File: config.mk
export PLATFORM = sky130hd
export DESIGN_NAME = lzc_thermo
export DESIGN_NICKNAME = d
export VERILOG_FILES = /design/src/rtl/lzc_thermo_pkg.sv /design/src/rtl/lzc_prefix_zero.sv /design/src/rtl/lzc_threshold.sv /design/src/rtl/lzc_range_decode.sv /design/src/rtl/lzc_thermo.sv
export SDC_FILE = /design/constraint.sdc
export NUM_CORES = 1
export LEC_CHECK = 0
export ABC_AREA = 0
export BUFFER_PORTS_ARGS = -buffer_cell sky130_fd_sc_hd__buf_2
export CORE_ASPECT_RATIO = 0.7
export CORE_UTILIZATION = 30
export DETAILED_ROUTE_END_ITERATION = 10
export PLACE_DENSITY_LB_ADDON = 0.12
export SKIP_LAST_GASP = 1
export SLEW_MARGIN = 20
export SYNTH_ARGS = -nofsm -noshare
export SYNTH_HDL_FRONTEND = slang
export SYNTH_HIERARCHICAL = 1
export SYNTH_SLANG_ARGS = --single-unit
File: constraint.sdc
create_clock -name vclk -period 7.4
set_input_delay 0.74 -clock vclk [all_inputs]
set_output_delay 0.74 -clock vclk [all_outputs]
set_load 0.01 [all_outputs]
File: src/rtl/lzc_thermo_pkg.sv
package lzc_thermo_pkg;

   // Construction variant of the thermometer stage
   typedef enum logic [0:0] {
      THR_POPCOUNT = 1'b0,   // compare a popcount of prefix flags against each k
      THR_CHAIN    = 1'b1    // cumulative AND along the prefix flags
   } thr_style_e;

   // The range decoder needs a power-of-two width
   function automatic bit is_pow2(int unsigned v);
      return (v >= 2) && ((v & (v - 1)) == 0);
   endfunction

   // Width of a count that spans 0..w inclusive
   function automatic int unsigned cnt_width(int unsigned w);
      return $clog2(w) + 1;
   endfunction

endpackage

File: src/rtl/lzc_prefix_zero.sv
module lzc_prefix_zero #(
   parameter int unsigned W = 16
) (
   input  logic [W-1:0] din,
   output logic [W-1:0] pz_vec   // pz_vec[k-1]: top k bits all zero
);

   for (genvar k = 1; k <= W; k++) begin : g_pz
      assign pz_vec[k-1] = ~|din[W-1 -: k];
   end

   // A longer all-zero prefix implies every shorter one
   always_comb begin
      assert_prefix_nested_R2: assert (((pz_vec >> 1) & ~pz_vec) == '0)
         else $error("prefix flags not nested");
   end

endmodule

File: src/rtl/lzc_threshold.sv
module lzc_threshold
   import lzc_thermo_pkg::*;
#(
   parameter int unsigned W     = 16,
   parameter thr_style_e  STYLE = THR_POPCOUNT
) (
   input  logic [W-1:0] pz_vec,
   output logic [W-1:0] ge_vec    // ge_vec[k-1]: count is at least k
);

   localparam int unsigned PCW = $clog2(W + 1);

   if (STYLE == THR_POPCOUNT) begin : g_pop
      logic [PCW-1:0] pop;
      always_comb begin
         pop = '0;
         for (int i = 0; i < W; i++) pop = pop + PCW'(pz_vec[i]);
      end
      for (genvar k = 1; k <= W; k++) begin : g_thr
         assign ge_vec[k-1] = (pop >= PCW'(k));
      end
   end else begin : g_chain
      assign ge_vec[0] = pz_vec[0];
      for (genvar k = 1; k < W; k++) begin : g_and
         assign ge_vec[k] = ge_vec[k-1] & pz_vec[k];
      end
   end

   // Thermometer code must have no holes
   always_comb begin
      assert_thermo_monotone_R4: assert (((ge_vec >> 1) & ~ge_vec) == '0)
         else $error("thermometer code not monotone");
   end

endmodule

File: src/rtl/lzc_range_decode.sv
module lzc_range_decode
   import lzc_thermo_pkg::*;
#(
   parameter int unsigned W = 16
) (
   input  logic [W-1:0]              ge_vec,
   output logic [cnt_width(W)-1:0]   cnt
);

   localparam int unsigned CW = cnt_width(W);

   // Top bit: every bit of the word was zero
   assign cnt[CW-1] = ge_vec[W-1];

   // Lower bit b is set over intervals [s, s+2^b-1], s = m*2^(b+1) + 2^b
   for (genvar b = 0; b < CW - 1; b++) begin : g_bit
      localparam int unsigned HALF = 1 << b;
      localparam int unsigned STEP = 1 << (b + 1);
      localparam int unsigned NT   = W / STEP;
      logic [NT-1:0] terms;
      for (genvar m = 0; m < NT; m++) begin : g_term
         localparam int unsigned S = m * STEP + HALF;
         assign terms[m] = ge_vec[S-1] & ~ge_vec[S+HALF-1];
      end
      assign cnt[b] = |terms;
   end

   // Binary value must equal the thermometer weight
   always_comb begin
      assert_count_weight_R6: assert (int'(cnt) == $countones(ge_vec))
         else $error("count differs from thermometer weight");
   end

endmodule

File: src/rtl/lzc_thermo.sv
module lzc_thermo
   import lzc_thermo_pkg::*;
#(
   parameter int unsigned W     = 16,
   parameter thr_style_e  STYLE = THR_POPCOUNT,
   localparam int unsigned CW   = cnt_width(W)
) (
   input  logic [W-1:0]  din,
   output logic [CW-1:0] lz_count,
   output logic [W-1:0]  thermo
);

   if (!is_pow2(W)) begin : g_bad_width
      $error("lzc_thermo: W must be a power of two, at least 2");
   end

   logic [W-1:0] pz_vec;

   lzc_prefix_zero #(.W(W)) u_prefix (
      .din    (din),
      .pz_vec (pz_vec)
   );

   lzc_threshold #(.W(W), .STYLE(STYLE)) u_thr (
      .pz_vec (pz_vec),
      .ge_vec (thermo)
   );

   lzc_range_decode #(.W(W)) u_dec (
      .ge_vec (thermo),
      .cnt    (lz_count)
   );

   always_comb begin
      // The bit just below the zero run is a one
      if (int'(lz_count) < W) begin
         assert_first_one_R1: assert (din[W-1-int'(lz_count)] == 1'b1)
            else $error("bit below the zero run is not set");
      end
      // Full count exactly for the all-zero word
      assert_all_zero_R3: assert ((int'(lz_count) == W) == (din == '0))
         else $error("full count does not match all-zero input");
   end

endmodule

==> results of run 1 <==
[stage by stage]
stage	instances	setup slack [ns]	hold slack [ns]	utilization, %	power (uW)
6_report	184	0.847	2.43	38.8	35.3
2_1_floorplan	114	1.23	2.18	-	21.5
4_1_cts	184	0.820	2.43	38.8	35.8
5_1_grt	184	0.441	2.51	38.8	40.3
3_5_place_dp	184	0.832	2.42	38.8	35.6
3_3_place_gp	184	0.777	2.44	38.8	34.6
[path summary, 6_finish.rpt]
path / depth (start not counted) / start / slack, ns / to
max: 20 / din[15] / 0.85 / lz_count[0]
min: 7 / din[13] / 2.43 / thermo[14]
[critical path, stage by stage]
cell      delay [ns]
buf_2           0.11
or3_4           0.40
clkinv_2        0.09
nand3_4         0.11
nor3_1          0.18
inv_1           0.08
fa_1            0.55
fa_1            0.44
fa_1            0.47
fa_1            0.50
inv_1           0.04
ha_1            0.23
fa_1            0.44
xor2_2          0.33
nand2_1         0.12
o31ai_1         0.46
inv_1           0.08
a22oi_1         0.19
nand4_1         0.09
buf_2           0.15
[cell usage after synthesis]
| library cell | instances | share of area, % |
|---|---|---|
| a22oi_1 | 3 | 2.6 |
| o31ai_4 | 1 | 2.4 |
| o31ai_1 | 5 | 4.3 |
| nor4_4 | 2 | 4.8 |
| a21oi_1 | 1 | 0.57 |
| clkinv_2 | 1 | 0.57 |
| inv_2 | 3 | 1.3 |
| a22oi_2 | 2 | 2.8 |
| buf_6 | 1 | 1.3 |
| nor3_1 | 6 | 3.4 |
| o22ai_1 | 1 | 0.71 |
| a21o_1 | 1 | 0.85 |
| nor2_1 | 10 | 4.3 |
| nand3_1 | 1 | 0.57 |
| a211oi_4 | 1 | 2.3 |
| nand3_4 | 1 | 2.0 |
| nor4_2 | 3 | 4.3 |
| or4_1 | 1 | 0.85 |
| o21ai_0 | 9 | 5.1 |
| o21a_4 | 1 | 1.7 |
| or3_4 | 1 | 1.3 |
| o21ai_1 | 1 | 0.57 |
| ha_1 | 5 | 7.1 |
| nand4_1 | 1 | 0.71 |
| xor2_2 | 1 | 1.8 |
| buf_4 | 2 | 1.7 |
| nand2_1 | 3 | 1.3 |
| fa_1 | 10 | 23 |
| inv_1 | 34 | 14 |
| o21bai_1 | 1 | 0.85 |
| o221ai_1 | 1 | 0.99 |
[power groups by stage]
stage               registers (uW)  clock network [uW]  logic, uW
finish                           0                   0       35.3
global route                     0                   0       40.3
CTS                              0                   0       35.8
detailed placement               0                   0       35.6
global placement                 0                   0       34.6
floorplan                        0                   0       21.5
[layout make-up]
cell class,instances,area (um^2)
fill,311,1720
multi-input combinational,73,712
timing repair buffer,37,185
inverter,38,144
tap,36,45.0
[routing by layer]
metal,vias to the layer above,track usage [%]
li1,441,-
met1,402,19.5
met2,18,17.8
met3,0,0
met4,0,0
met5,-,0
[placed cells by master (no fill, tap or decap)]
master     n
o22ai_1    1
a22oi_2    2
a21o_1     1
nand4_1    1
xor2_2     1
a22oi_1    3
o221ai_1   1
nor3_1     6
or4_1      1
ha_1       5
nor4_2     3
nor4_4     2
nand2_1    3
o21ai_1    1
o21ai_0    9
nand3_1    1
o31ai_4    1
buf_2     37
inv_2      3
o21bai_1   1
a211oi_4   1
o31ai_1    5
nor2_1    10
a21oi_1    1
or3_4      1
o21a_4     1
fa_1      10
clkinv_2   1
inv_1     34
nand3_4    1
[logic make-up (layout without fill, tap and decap cells)]
kind of cell             count (synthesis)  after routing  share of synthesized area, %
AND/OR/NAND/NOR                         29             29                          23.4
adder cells (fa/ha/maj)                 15             15                          29.8
AO/OA/AOI/OAI                           28             28                          25.7
XOR/XNOR                                 1              1                          1.84
buffers and inverters                   41             75                          19.3
==> impl.org, run 1 <==
** STA
- After routing, the total negative slack on setup checks comes to 0 ns.
- The number of hold violations in the final report came to 0.
- Min Tclk post-route :: ~6.6 ns
- Total of endpoints with negative setup slack in the final report :: 0
- Ratio of final minimum period to clock period :: between 80% and 90%
- Maximum clock rate :: between 150 and 200 MHz
- Setup repair after global routing missed its margin :: false
- At the pin with the least slew margin, the transition time is between 0.5 and 0.6 ns.
- Measured against its own limit, the worst slew margin works out to a little over three fifths.
- Count of pins over their slew limit :: 0

** Critical path
- WP data arrival :: ~5.8 ns
- Data required time at the worst endpoint :: between 6 and 7 ns
- STA classifies the critical path startpoint as an input pin.
- Of all nets on the critical path, the largest fanout is 8.
- Crit Path Class :: input pin to output pin
- STA classifies the critical path endpoint as an output pin.

** Logic synthesis
- Of the synthesized area, sequential elements account for 0%.
- Instance count of the mapped netlist :: ~110
- The number of nets handed over by synthesis was roughly 150.
- During synthesis, Yosys emitted a total of 6 warnings.
- Mean instance size in the synthesized netlist :: 7.74 um^2
- In this run the cell area of the synthesized design comes to ~880 um^2.
- The synthesized netlist contains 31 unique library cells.

** Global routing
- The total overflow left after global routing is 0.
- The number of global-route vias before repair is a little under 700.
- The first global-routing pass estimated 2900 um of wire.
- Global-route total usage across every layer :: 11.7%
- The initial antenna violation count is 0.
- Maximum number of pins on one net before global-route repair :: 16

** Drt
- In the routed layout, each cell is associated on average with a via count of 4.68.
- The count of nets left with antenna violations once routing finished came out at 0.
- Met3 Routed Length :: between 80 and 90 um
- Detailed routing inserted a total of between 800 and 900 vias.
- The first detailed-routing pass took 4 iterations.
- After detailed routing, the number of remaining DRC violations is 0.
- Amount of wire on met2 after detailed routing :: 768 um
- Wire length the detailed router placed on met1 :: around 1000 um
- Topmost layer with routed signal wires :: met3
- After detailed routing, the average wire length per cell comes to 10.1 um.
- The routed design has ~1900 um of wire.
- After the first detailed-routing iteration, the DRC count stood at 26.

** Placement
- At the end of routability-driven placement, the weighted congestion stood at ~0.74.
- Post-detail-place hpwl :: 1700 um
- Placed Area :: roughly 0.0011 mm^2
- # port buffers :: 37

** Cells and area
- Number of clock buffer instances in the layout :: 0
- Relative area change from synthesis to final layout :: 23.1%
- Layout Cell Area excl Fill :: 0.00109 mm^2
- The net count of the finished layout is 181.
- 0 antenna diodes ended up in the layout.
- Area occupied by registers :: 0 um^2
- There are 0 flip-flops and latches.
- Share of final-layout standard cells stronger than drive strength 1 :: between 30 and 40%

** Die
- DIE WIDTH :: around 67 um
- The die covers about 0.0032 mm^2.
- The region available for standard cell placement spans 0.00280 mm^2.
- The initial utilization of the core area, before any placement, comes to about a third.
- Measured along the y axis, the die boundary spans ~47 um.
- Count of pins on the block boundary :: 37
- Row count :: 16

** Pwr
- Leakage :: roughly 0.00053 uW
- Clock Power Share :: 0%
- Share of total power in sequential cells :: 0%
- Part of the power in combinational logic :: 100.0%
- Across the VDD grid, the largest voltage drop is ~10 uV.
- Sw frac :: a little under three fifths
- In this run the power density over the cells is 32.5 mW/mm^2.
- Internal power comes to 15.0 uW.
- Switching pwr :: 20.3 uW

** Min path
- The min-delay analysis places its worst path in the category input pin to output pin.

** Clock network
- Hold repair after CTS inserted 0 buffers.
- Once the clock tree was built, the resizer swapped 0 gates to a different size.
- Post-CTS timing repair inserted 0 buffers for setup.

** Status
- The run finished with clean final reports.

** Run
- Number of violations of the max-capacitance limit :: 0
(Power assumes the default switching activity.)
==> run 2: changes to the inputs <==
==> constraint.sdc (replaced) <==
create_clock -name vclk -period 7.4
set_input_delay 0.37 -clock vclk [all_inputs]
set_output_delay 0.37 -clock vclk [all_outputs]
set_load 0.01 [all_outputs]
==> run 2 against run 1 <==
  * Hold slack worse by 0.73 ns
  * Power down 1.7%
  * First-iteration DRC count up 12%
  * Global-route usage about the same
  * Sequential share of layout area unchanged
  * Critical path depth unchanged
  * Flip-flop and latch count unchanged
  * Fmax up 14%
  * Cell count unchanged
  * Wire length down 4.7%
==> impl.org, run 2 (synthesis gave the netlist of run 1 again) <==
** Die
- The I/O pin count was 37 (unchanged).
- Area of the core region :: 0.00280 mm^2 (unchanged)
- Die Y-Extent :: 47.4 um (unchanged)
- Die footprint :: 0.00316 mm^2 (unchanged)
- Row count :: 16 (unchanged)
- Starting Density :: 31.5% (unchanged)
- DIE WIDTH :: 66.8 um (unchanged)

** Drt
- The number of design-rule violations left by the first detailed-router iteration came to 29 (+12%).
- The length of routed met2 wiring came to 709 um (-7.7%).
- The met1 routed wirelength after detailed routing is 1010 um (+0.20%).
- Drt wl/cell :: 9.65 um (-4.7%)
- Detailed-route DRC error count :: 0 (unchanged)
- Topmost layer with routed signal wires :: met3
- Post-Route WL :: 1780 um (-4.7%)
- Met3 Routed Length :: 53 um (-36%)
- Vias after detailed routing :: 843 (-2.1%)
- Routed via count divided by cell count :: 4.58 (-2.1%)
- Routed Antenna Nets :: 0 (unchanged)
- The first-pass detailed-route iteration total is 4 (unchanged).

** STA
- Final Worst Setup Slack :: 1.65 ns (+0.803 ns)
- Rel. slew slack :: 64.1% (+0.78 points)
- Final hold slack :: 1.70 ns (-0.728 ns)
- Worst Max-Slew Pin Slew :: 0.537 ns (-0.0116 ns)
- The total negative slack was 0 ns (unchanged).
- The count of endpoints failing setup in the final report came to 0 (unchanged).
- Count of pins over their slew limit :: 0 (unchanged)
- Ratio of final minimum period to clock period :: 77.7% (-11 points)
- Min Tclk post-route :: 5.75 ns (-0.803 ns)
- The fmax was 174 MHz (+14%).
- Setup repair after global routing missed its margin :: false
- Final Hold Fails :: 0 (unchanged)

** Critical path
- Buffers plus inverters on the worst setup path :: 6 (unchanged)
- Among cell families on the critical path, the largest total delay comes from adder cells.
- STA classifies the critical path startpoint as an input pin.
- For this design, the slowest cell found on the critical path is fa_1.
- Endpoint class of the critical path :: output pin
- Among the stages of the critical path, the cell type that occurs most often is fa_1.
- The required time at the worst-slack endpoint came to 7.03 ns (+0.37 ns).
- Biggest cell delay along the critical path :: 0.55 ns (about the same)
- The maximum net fanout on the critical path was 8 (unchanged).
- WP data arrival :: 5.38 ns (-0.43 ns)
- Crit Path Class :: input pin to output pin
- Ordered list of cells on the worst path :: buf_2 -> or3_4 -> clkinv_2 -> nand3_4 -> nor3_1 -> inv_1 -> fa_1 -> fa_1 -> fa_1 -> fa_1 -> inv_1 -> ha_1 -> fa_1 -> xor2_2 -> nand2_1 -> o31ai_1 -> inv_1 -> a22oi_1 -> nand4_1 -> buf_2

** Pwr
- The internal power came to 14.8 uW (-1.3%).
- The worst voltage drop across the vdd grid came to 8.58 uV (-16%).
- The sequential share of power was 0% (unchanged).
- The switching power of the nets came to 19.9 uW (-2.0%).
- Part of the power in combinational logic :: 100.0% (about the same)
- The switching power share of the total came to 57.3% (-0.19 points).
- Clock Power Share :: 0% (unchanged)
- Power density cells :: 31.9 mW/mm^2 (-1.7%)
- Leakage :: 0.000528 uW (unchanged)

** Min path
- The tightest min-delay check is of the input pin to output pin type.
- The path with the worst hold slack has its endpoint at thermo[2].
- Instance count along the most critical hold path :: 7 (unchanged)
- In this run the most critical hold path is launched from din[13].

** Global routing
- First-pass GRT wire length :: 2880 um (-0.69%)
- The initial antenna violation count came to 0 (unchanged).
- Maximum number of pins on one net before global-route repair :: 16 (unchanged)
- Global-route total usage across every layer :: 11.7% (about the same)
- Number of global-route vias before repair :: 671 (-3.5%)
- GRT overflow :: 0 (unchanged)

** Run
- The number of maximum-capacitance constraint violations is 0 (unchanged).

** Cells and area
- Commonest non-fill, non-tap cell in the layout :: buf_2
- The total number of nets in the final design came to 181 (unchanged).
- Final core utilization :: 38.8% (unchanged)
- Ant. Diodes :: 0 (unchanged)
- The flip-flop and latch count was 0 (unchanged).
- The synthesis-to-layout area growth came to 23.1% (unchanged).
- Layout Cell Area excl Fill :: 0.00109 mm^2 (unchanged)
- Area taken by multi-input logic gates :: 712 um^2 (unchanged)
- Filler Cell Count :: 302 (-2.9%)
- Share of final-layout standard cells stronger than drive strength 1 :: 36.5% (unchanged)
- Area occupied by registers :: 0 um^2 (unchanged)
- Number of clock buffer instances in the layout :: 0 (unchanged)
- The top cell types in the final layout, fill and taps aside, are buf_2, inv_1, nor2_1, fa_1, o21ai_0.

** Placement
- Final GP Congestion :: 0.738 (about the same)
- The total half-perimeter wirelength after legalization and detailed placement was 1680 um (-1.6%).
- Pre-CTS WS :: 1.63 ns (+0.797 ns)
- Placed Area :: 0.00109 mm^2 (unchanged)
- The number of buffers added on ports is 37 (unchanged).

** Status
- The flow ran to the end, and the final reports show no timing, DRC or antenna violations.

** Clock network
- Post-cts gate resize count :: 0 (unchanged)
- Total setup buffers inserted after CTS :: 0 (unchanged)
- Post-CTS Hold Buffers :: 0 (unchanged)
==> run 2: cell counts in the layout (fill, tap and decap cells not counted) <==
No cell type changed its count.
==> run 2: how the worst max path moves through the flow <==
stage	slack, ns	startpoint	to	depth (start not counted)
after global placement	1.60	din[15]	lz_count[0]	20
after CTS	1.63	din[15]	lz_count[0]	20
final	1.65	din[15]	lz_count[0]	20
after detailed placement	1.63	din[15]	lz_count[0]	20
after floorplan	1.97	din[15]	lz_count[0]	18
after global routing	1.27	din[15]	lz_count[0]	20
==> run 2: area by class of cell <==
cell class,count,area share [%]
Timing Repair Buffer,37,17.1
Tap cell,36,4.15
Multi-Input combinational cell,73,65.6
Inverter,38,13.2
==> run 2: per-stage QoR <==
stage,power [uW],std cells
2_1_floorplan,21.5,114
3_3_place_gp,34.7,184
3_5_place_dp,35.1,184
4_1_cts,35.2,184
5_1_grt,39.9,184
6_report,34.7,184
==> run 2: per-layer routing <==
layer,vias to the layer above,GRT usage [%]
met2,16,15.8
met1,382,20.8
met5,-,0
li1,445,-
met4,0,0.426
met3,0,0
==> run 2: power by group through the flow <==
stage          combinational, uW  clock [uW]  sequential (uW)
2_1_floorplan               21.5           0                0
3_3_place_gp                34.7           0                0
3_5_place_dp                35.1           0                0
4_1_cts                     35.2           0                0
5_1_grt                     39.9           0                0
6_report                    34.7           0                0
